**src/rtl/rx_pad_trim_pkg.sv**
```systemverilog
package rx_pad_trim_pkg;

    localparam logic [31:0] CRC_POLY_REFL = 32'hEDB88320;
    localparam logic [31:0] CRC_SEED      = 32'hFFFFFFFF;
    localparam logic [31:0] CRC_RESIDUE   = 32'hDEBB20E3;

    typedef struct packed {
        logic [7:0] data;
        logic       sof;
        logic       eof;
    } beat_t;

    // One byte of the reflected CRC, least significant bit first.
    function automatic logic [31:0] crc_byte(input logic [31:0] c, input logic [7:0] d);
        logic [31:0] r;
        r = c ^ {24'h0, d};
        for (int b = 0; b < 8; b++) begin
            r = r[0] ? ((r >> 1) ^ CRC_POLY_REFL) : (r >> 1);
        end
        return r;
    endfunction

endpackage

```
**src/rtl/rx_pad_trim_crc.sv**
```systemverilog
module rx_pad_trim_crc
    import rx_pad_trim_pkg::*;
(
    input  logic       clk,
    input  logic       rst_n,
    input  logic       take,
    input  logic       first,
    input  logic [7:0] data,
    output logic       mismatch
);

    typedef struct packed {
        logic [31:0] crc;
    } crc_state_t;

    crc_state_t s_d, s_q;
    logic [31:0] crc_after;

    always_comb begin
        s_d       = s_q;
        crc_after = crc_byte(first ? CRC_SEED : s_q.crc, data);
        if (take) begin
            s_d.crc = crc_after;
        end
        mismatch = (crc_after != CRC_RESIDUE);
    end

    always_ff @(posedge clk) begin
        if (!rst_n) begin
            s_q.crc <= CRC_SEED;
        end else begin
            s_q <= s_d;
        end
    end

endmodule

```
**src/rtl/rx_pad_trim_track.sv**
```systemverilog
module rx_pad_trim_track #(
    parameter int CNT_W     = 11,
    parameter int HDR_BYTES = 14,
    parameter int MIN_DATA  = 46
) (
    input  logic             clk,
    input  logic             rst_n,
    input  logic             take,
    input  logic             sof,
    input  logic             eof,
    input  logic [7:0]       data,
    input  logic             strip_en,
    output logic             keep,
    output logic             last_kept,
    output logic [CNT_W-1:0] kept_total
);

    localparam logic [CNT_W-1:0] LEN_HI_IDX = CNT_W'(HDR_BYTES - 2);
    localparam logic [CNT_W-1:0] LEN_LO_IDX = CNT_W'(HDR_BYTES - 1);
    localparam logic [CNT_W-1:0] IDX_MAX    = {CNT_W{1'b1}};
    localparam logic [CNT_W-1:0] ONE        = CNT_W'(1);

    typedef struct packed {
        logic [CNT_W-1:0] idx;
        logic [CNT_W-1:0] limit;
        logic [CNT_W-1:0] fwd;
        logic [7:0]       len_hi;
        logic             trim;
        logic             en;
    } trk_state_t;

    trk_state_t s_d, s_q;

    logic [CNT_W-1:0] idx;
    logic             en_cur;
    logic [15:0]      len_val;
    logic             trim_now;
    logic [CNT_W-1:0] limit_now;
    logic             at_lo;
    logic             trim_eff;
    logic [CNT_W-1:0] limit_eff;

    always_comb begin
        idx       = sof ? '0 : s_q.idx;
        en_cur    = sof ? strip_en : s_q.en;
        len_val   = {s_q.len_hi, data};
        trim_now  = en_cur && (len_val < 16'(MIN_DATA));
        limit_now = CNT_W'(HDR_BYTES) + CNT_W'(len_val);
        at_lo     = (idx == LEN_LO_IDX);
        trim_eff  = at_lo ? trim_now : (s_q.trim && (idx > LEN_LO_IDX));
        limit_eff = at_lo ? limit_now : s_q.limit;

        keep       = !trim_eff || (idx < limit_eff);
        last_kept  = keep && (eof || (trim_eff && ((idx + ONE) == limit_eff)));
        kept_total = (sof ? '0 : s_q.fwd) + {{(CNT_W-1){1'b0}}, keep};

        s_d = s_q;
        if (take) begin
            s_d.idx = (idx == IDX_MAX) ? idx : idx + ONE;
            s_d.en  = en_cur;
            s_d.fwd = kept_total;
            if (sof) begin
                s_d.trim = 1'b0;
            end
            if (idx == LEN_HI_IDX) begin
                s_d.len_hi = data;
            end
            if (at_lo) begin
                s_d.trim  = trim_now;
                s_d.limit = limit_now;
            end
        end
    end

    always_ff @(posedge clk) begin
        if (!rst_n) begin
            s_q <= '0;
        end else begin
            s_q <= s_d;
        end
    end

endmodule

```
**src/rtl/rx_pad_trim_outreg.sv**
```systemverilog
module rx_pad_trim_outreg
    import rx_pad_trim_pkg::*;
(
    input  logic  clk,
    input  logic  rst_n,
    input  logic  push,
    input  beat_t in_beat,
    input  logic  out_ready,
    output logic  slot_free,
    output logic  out_valid,
    output beat_t out_beat
);

    typedef struct packed {
        logic  valid;
        beat_t beat;
    } out_state_t;

    out_state_t s_d, s_q;

    always_comb begin
        slot_free = !s_q.valid || out_ready;
        s_d       = s_q;
        if (slot_free) begin
            s_d.valid = push;
            if (push) begin
                s_d.beat = in_beat;
            end
        end
        out_valid = s_q.valid;
        out_beat  = s_q.beat;
    end

    always_ff @(posedge clk) begin
        if (!rst_n) begin
            s_q <= '0;
        end else begin
            s_q <= s_d;
        end
    end

endmodule

```
**src/rtl/rx_pad_trim.sv**
```systemverilog
module rx_pad_trim
    import rx_pad_trim_pkg::*;
#(
    parameter int CNT_W     = 11,
    parameter int HDR_BYTES = 14,
    parameter int MIN_DATA  = 46
) (
    input  logic             clk,
    input  logic             rst_n,
    input  logic             strip_en,
    input  logic             in_valid,
    output logic             in_ready,
    input  logic [7:0]       in_data,
    input  logic             in_sof,
    input  logic             in_eof,
    output logic             out_valid,
    input  logic             out_ready,
    output logic [7:0]       out_data,
    output logic             out_sof,
    output logic             out_eof,
    output logic             sts_valid,
    output logic             sts_crc_err,
    output logic [CNT_W-1:0] sts_count
);

    typedef struct packed {
        logic             valid;
        logic             err;
        logic [CNT_W-1:0] count;
    } sts_state_t;

    sts_state_t s_d, s_q;

    logic             take;
    logic             keep;
    logic             last_kept;
    logic [CNT_W-1:0] kept_total;
    logic             slot_free;
    logic             crc_bad;
    beat_t            in_beat;
    beat_t            out_beat;

    rx_pad_trim_track #(
        .CNT_W    (CNT_W),
        .HDR_BYTES(HDR_BYTES),
        .MIN_DATA (MIN_DATA)
    ) u_track (
        .clk       (clk),
        .rst_n     (rst_n),
        .take      (take),
        .sof       (in_sof),
        .eof       (in_eof),
        .data      (in_data),
        .strip_en  (strip_en),
        .keep      (keep),
        .last_kept (last_kept),
        .kept_total(kept_total)
    );

    rx_pad_trim_crc u_crc (
        .clk     (clk),
        .rst_n   (rst_n),
        .take    (take),
        .first   (in_sof),
        .data    (in_data),
        .mismatch(crc_bad)
    );

    rx_pad_trim_outreg u_out (
        .clk      (clk),
        .rst_n    (rst_n),
        .push     (take && keep),
        .in_beat  (in_beat),
        .out_ready(out_ready),
        .slot_free(slot_free),
        .out_valid(out_valid),
        .out_beat (out_beat)
    );

    always_comb begin
        in_ready     = !keep || slot_free;
        take         = in_valid && in_ready;
        in_beat.data = in_data;
        in_beat.sof  = in_sof;
        in_beat.eof  = last_kept;

        s_d       = s_q;
        s_d.valid = take && in_eof;
        if (take && in_eof) begin
            s_d.err   = crc_bad;
            s_d.count = kept_total;
        end
    end

    always_ff @(posedge clk) begin
        if (!rst_n) begin
            s_q <= '0;
        end else begin
            s_q <= s_d;
        end
    end

    assign out_data    = out_beat.data;
    assign out_sof     = out_beat.sof;
    assign out_eof     = out_beat.eof;
    assign sts_valid   = s_q.valid;
    assign sts_crc_err = s_q.err;
    assign sts_count   = s_q.count;

endmodule

```
**config.mk**
```make
export PLATFORM = sky130hd
export DESIGN_NAME = rx_pad_trim
export DESIGN_NICKNAME = d
export VERILOG_FILES = /design/src/rtl/rx_pad_trim_pkg.sv /design/src/rtl/rx_pad_trim_crc.sv /design/src/rtl/rx_pad_trim_track.sv /design/src/rtl/rx_pad_trim_outreg.sv /design/src/rtl/rx_pad_trim.sv
export SDC_FILE = /design/constraint.sdc
export NUM_CORES = 1
export LEC_CHECK = 0
export BUFFER_PORTS_ARGS = -buffer_cell sky130_fd_sc_hd__buf_2
export CAP_MARGIN = 40
export CORE_MARGIN = 2
export CORE_UTILIZATION = 55
export DETAILED_ROUTE_END_ITERATION = 8
export PLACE_DENSITY = 0.73
export SLEW_MARGIN = 10
export SYNTH_ARGS = -nofsm -noshare
export SYNTH_HDL_FRONTEND = slang
export SYNTH_SLANG_ARGS = --single-unit
```
**constraint.sdc**
```tcl
create_clock -name clk -period 17.07 [get_ports clk]
set_input_delay 3.414 -clock clk [delete_from_list [all_inputs] [get_ports clk]]
set_output_delay 3.414 -clock clk [all_outputs]
set_load 0.1 [all_outputs]
```
### Word level (Yosys, flattened, before mapping)

Cells that the tools add are included.

* register bits: 99
* input bits: 15

* add/subtract/negate cells: 3
* order comparisons: 3
* equal/unequal tests: 5
* mux-type cells: 17
* bitwise logic cells: 9
* reduce and logical (&&, ||, !) cells: 18

Operators with widths (number)
* $mux W32: 9
* $not A13 Y14: 8
* $mux W11: 4
* $ne A32 B32 Y1 const B: 1
* $xor A32 B8 Y32: 1
* $eq A11 B4 Y1 const B: 2
* $lt A16 B6 Y1 const B: 1
* $add A11 B1 Y11: 1
* $add A11 B1 Y11 const B: 1
* $add A4 B11 Y11 const A: 1
* $eq A11 B11 Y1: 1
* $eq A11 B11 Y1 const B: 1
* $gt A11 B4 Y1 const B: 1
* $lt A11 B11 Y1: 1
* $logic_and A1 B1 Y1: 7
* $reduce_and A2 Y1: 3
* $logic_or A1 B1 Y1: 4
* $mux W1: 4
* $logic_not A1 Y1: 3
* $reduce_bool A2 Y1: 1

### Depth between registers and ports, before layout

* depth after elaboration: 19
* gate-level depth with buffers: 26

### Cells and area by module

Synthesis repeated with hierarchy kept, for this count alone.

* cells, all modules: 852
* area total of the unflattened synthesis: 7039.3 um2

By module, submodules not included
* rx_pad_trim_track: times used 1, cells each 374, area an instance 3078.0 um2, sequential area each 860.8 um2
* rx_pad_trim_crc: times used 1, cells each 371, area an instance 2950.3 um2, sequential area each 640.6 um2
* rx_pad_trim: times used 1, cells each 59, area an instance 561.8 um2, sequential area each 260.2 um2
* rx_pad_trim_outreg: times used 1, cells each 48, area an instance 449.2 um2, sequential area each 220.2 um2

### Worst setup path before layout

OpenSTA, ideal clock, no wires.

* path type: input-to-output
* start: in in_sof
* end: out in_ready
* data arrival time: 7.075 ns
* required time: 13.656 ns
* slack: 6.581 ns
* cell stages on the path: 19
* cell sequence: buf_2 buf_2 inv_1 clkbuf_1 nand2_1 ha_1 nand4_4 clkbuf_1 a21oi_1 ha_1 nor2b_1 o21ai_0 nand2b_1 a221oi_1 o22ai_1 a211oi_2 inv_2 buf_6 buf_2

* longest elaborated chain between the ends: 8

RTL lines
* from (decl): line rx_pad_trim.sv:14 `input logic in_sof,`
* parallel branches: the longest is 5 deep, another holds $lt A11 B11 Y1
* $logic_or A1 B1 Y1 *: line rx_pad_trim_track.sv:53 `keep = !trim_eff || (idx < limit_eff);`
* $logic_not A1 Y1 *: line rx_pad_trim.sv:81 `in_ready = !keep || slot_free;`
* $logic_or A1 B1 Y1 *: line rx_pad_trim.sv:81
* to (decl): line rx_pad_trim.sv:12 `output logic in_ready,`

Every way passes the cells marked *.

### Worst setup path after layout

Same ends and word-level chain as after synthesis.

==> results_tabular.tex <==
\begin{tabular}{lr}
\hline
Metric & Value \\
\hline
\multicolumn{2}{l}{\textbf{Synthesis}} \\
Basic-gate share of the synthesized area counting and, or, nand and nor cells & 20.4\% \\
Leading post-synthesis cells by cell area & sky130\_fd\_sc\_hd\_\_dfxtp\_1 29\%, sky130\_fd\_sc\_hd\_\_xnor2\_1 9.8\%, sky130\_fd\_sc\_hd\_\_o21ai\_0 5.4\%, sky130\_fd\_sc\_hd\_\_xnor3\_1 4.7\%, sky130\_fd\_sc\_hd\_\_nand3\_1 4.5\% \\
Synth cell types & 70 \\
Fraction of the mapped netlist area in compound gates & 18.2\% \\
Share of synthesized flip-flops with an asynchronous set or reset & 0\% \\
Number of warning messages in the yosys log & 0 \\
Syn Area/Cell & 8.37 um2 \\
Combinational family with the most area after synthesis & simple AND/OR/NAND/NOR gates \\
Register bit count reported by yosys & 99 \\
Synthesized-area fraction occupied by xor and xnor cells & 19.5\% \\
Top cell type's share of synthesized area & 29.3\% \\
Synthesized-area fraction occupied by adder cells & 2.95\% \\
Sequential fraction of the synthesis area & 29.3\% \\
Dominant register cell in the synthesized netlist & sky130\_fd\_sc\_hd\_\_dfxtp\_1 \\
Number of instances in the synthesized netlist & 809 \\
Post-synth EDFFs & 0 \\
Cell area after synthesis & 6780 um2 \\
Synth Net Count & 840 \\
Share of cell area taken by muxes after synthesis & 3.90\% \\
Post-synth top area cell & sky130\_fd\_sc\_hd\_\_dfxtp\_1 \\
\multicolumn{2}{l}{\textbf{Global route}} \\
Global-route wire length before repair & 29700 um \\
Vias in the first global route & 5640 \\
Total overflow reported by the global router & 0 \\
All-Layer GR Usage & 28.5\% \\
Largest net degree at the start of global routing & 77 \\
Initial antenna violation count & 0 \\
\multicolumn{2}{l}{\textbf{Detailed routing}} \\
Violation count after the first detailed-routing iteration & 522 \\
Count of TritonRoute iterations in the first routing pass & 5 \\
Detailed Route WL & 18300 um \\
Vias post-DR & 6010 \\
Via density per instance & 6.33 \\
Remaining DRCs & 0 \\
Post-route ant nets & 0 \\
Final routed wire length divided by cell count & 19.3 um \\
\multicolumn{2}{l}{\textbf{Timing}} \\
Final number of max-transition violations & 0 \\
Final Skew & 0.0114 ns \\
Setup repair after global routing missed its margin & no \\
Slew of the pin with the lowest slew margin & 0.774 ns \\
Highest clock frequency the design can meet & 95.2 MHz \\
Period utilization & 61.5\% \\
Worst relative slew slack & 48.4\% \\
Final hold viol count & 0 \\
\# setup viols final & 0 \\
Sum Neg Setup Slack & 0 ns \\
Final setup slack of the worst path & 6.57 ns \\
Min Clock Period, post-route & 10.50 ns \\
\multicolumn{2}{l}{\textbf{CTS}} \\
Number of H-tree levels & 3 \\
Count of hold buffers inserted by post-cts repair & 0 \\
Maximum clock insertion buffer count & 2 \\
Total clock sinks & 99 \\
Clock root buffer master & sky130\_fd\_sc\_hd\_\_clkbuf\_16 \\
Clock Latency Late Sink & 0.37 ns \\
Number of buffers added by the clock tree synthesis step & 9 \\
Count of instances resized after the clock tree is built & 0 \\
Clock tree from TritonCTS & done \\
Buffer count from post-CTS setup fixing & 0 \\
Post-CTS clock slew at the launch and capture registers of the worst setup and hold paths & 0.08 ns \\
\multicolumn{2}{l}{\textbf{Place}} \\
Post-DP HPWL & 12200 um \\
Worst Setup Slack post-DPL & 6.56 ns \\
\# port buffers & 39 \\
Gpl congestion & 0.936 \\
\multicolumn{2}{l}{\textbf{Floorplan}} \\
Area inside the core boundary & 12000 um2 \\
Number of placement rows & 40 \\
Initial Util & 56.4\% \\
Chip height & 115 um \\
Num ports & 40 \\
Die extent in x & 115 um \\
Die area & 13200 um2 \\
\multicolumn{2}{l}{\textbf{Pwr}} \\
Logic pwr share & 34.5\% \\
Internal Pwr Total & 0.463 mW \\
Max VDD drop & 0.0734 mV \\
Switching pwr & 0.267 mW \\
Sequential share of power & 36.2\% \\
Leakage dissipation & 2.78 nW \\
Total power per unit cell area & 101 nW/um2 \\
Switching part of the total & 36.6\% \\
Clock network fraction of design power & 29.3\% \\
\multicolumn{2}{l}{\textbf{Cells and area}} \\
Fraction of final layout cells sized beyond drive strength 1 & 10.5\% \\
Commonest non-fill, non-tap cell in the layout & sky130\_fd\_sc\_hd\_\_dfxtp\_1 \\
Final net count & 828 \\
Top library cells by usage in the layout, fill and taps aside & 99 x sky130\_fd\_sc\_hd\_\_dfxtp\_1, 76 x sky130\_fd\_sc\_hd\_\_xnor2\_1, 73 x sky130\_fd\_sc\_hd\_\_o21ai\_0 \\
Number of diodes added for antenna fixing & 0 \\
Area delta synth->final & 6.30\% \\
\multicolumn{2}{l}{\textbf{Worst hold path}} \\
Worst hold-check path type & flop to flop \\
\multicolumn{2}{l}{\textbf{Setup path}} \\
Maximum fanout along the worst path & 74 \\
CP Launch Type & primary input \\
Kind of capture point of the worst setup path & output pin \\
Startpoint-to-endpoint class of the critical path & primary input to output pin \\
Data arrival, critical path & 7.09 ns \\
CP required & 13.66 ns \\
\multicolumn{2}{l}{\textbf{Flow run}} \\
Max-capacitance violation count & 0 \\
\multicolumn{2}{l}{\textbf{Run status}} \\
Status & complete, no violations \\
\hline
\end{tabular}
[logic make-up (layout without fill, tap and decap cells)]
family,Yosys count,in the layout
AND/OR/NAND/NOR,261,261
AO/OA/AOI/OAI,199,199
XOR/XNOR,123,123
flip-flops,99,99
buffers and inverters,85,78
multiplexers,26,26
adder cells (fa/ha/maj),16,16
[cell usage after synthesis (all sizes together), types with 3 or more instances]
master	number
dfxtp	99
xnor2	77
o21ai	75
nor2	65
nand3	61
a21oi	54
buf	36
clkbuf	36
xor2	29
nand2	28
mux2i	23
nor3	21
nor2b	19
o211ai	19
ha	16
nand4	15
xnor3	14
inv	13
or3	10
a311oi	8
nor4	8
and2	7
a31oi	6
nand2b	6
a211oi	5
and3	5
nand3b	4
o21a	4
o22ai	4
a221oi	3
mux2	3
nand4b	3
nor4b	3
xor3	3
[power by group through the flow]
stage          combinational [mW]  clock [mW]  sequential (mW)
2_1_floorplan               0.187           0            0.281
3_3_place_gp                0.242           0            0.268
3_5_place_dp                0.248           0            0.269
4_1_cts                     0.249       0.216            0.264
5_1_grt                     0.270       0.223            0.266
6_report                    0.252       0.214            0.264
[metrics by stage]
| stage | hold WS (ns) | utilization, % | std cells | power (mW) | cell area (um2) |
|---|---|---|---|---|---|
| detailed placement | 0.466 | 57.4 | 933 | 0.517 | 6900 |
| finish | 0.479 | 60.0 | 949 | 0.730 | 7200 |
| global placement | 0.457 | 57.3 | 931 | 0.510 | 6890 |
| CTS | 0.477 | 60.0 | 949 | 0.729 | 7200 |
| global route | 0.494 | 60.0 | 949 | 0.759 | 7200 |
| floorplan | 0.449 | - | 809 | 0.468 | 6780 |
[critical path: stages]
cell and delay (ns):
sky130_fd_sc_hd__buf_2 0.11, sky130_fd_sc_hd__buf_4 0.33, sky130_fd_sc_hd__nor2b_1 0.37, sky130_fd_sc_hd__ha_1 0.30, sky130_fd_sc_hd__nand4_4 0.31, sky130_fd_sc_hd__a21oi_1 0.40, sky130_fd_sc_hd__ha_1 0.28, sky130_fd_sc_hd__nor2b_1 0.12
sky130_fd_sc_hd__o21ai_0 0.15, sky130_fd_sc_hd__nand2b_1 0.08, sky130_fd_sc_hd__a221oi_1 0.30, sky130_fd_sc_hd__o22ai_1 0.23, sky130_fd_sc_hd__a211oi_4 0.33, sky130_fd_sc_hd__inv_2 0.06, sky130_fd_sc_hd__buf_2 0.29
[area by class of cell]
cell class	count	area, um2
Clock buffer	10	239
Clock inverter	6	66.3
Fill cell	1057	4810
Inverter	13	48.8
Multi-Input combinational cell	625	4420
Sequential cell	99	1980
Tap cell	147	184
Timing Repair Buffer	49	267
[worst paths after layout]
kind	to	cells after the start	from	slack, ns
setup / recovery	in_ready	15	in_sof	6.57
hold reg to reg	u_track.len_val[13]	2	u_track.len_val[13]	0.48
hold / removal	u_track.len_val[13]	2	u_track.len_val[13]	0.48
setup reg to reg	u_track.s_q[16]	19	u_track.s_q[32]	12.03
[metal layers]
| metal | vias to the layer above | global-route usage [%] | share of wire (%) |
|---|---|---|---|
| met2 | 251 | 44.7 | 46 |
| met4 | 0 | 9.56 | 2.1 |
| met5 | - | 0 | 0 |
| li1 | 2846 | - | - |
| met3 | 26 | 4.80 | 7.5 |
| met1 | 2887 | 40.1 | 44 |
[registers in the layout, indices dropped and copies added (netlist names)]
name	count
sts_count	11
u_track.len_val	8
u_crc.s_q	32
u_out.out_valid	1
u_track.s_q	35
sts_crc_err	1
sts_valid	1
u_out.out_beat	10
Power figures use the tool's default switching activity.
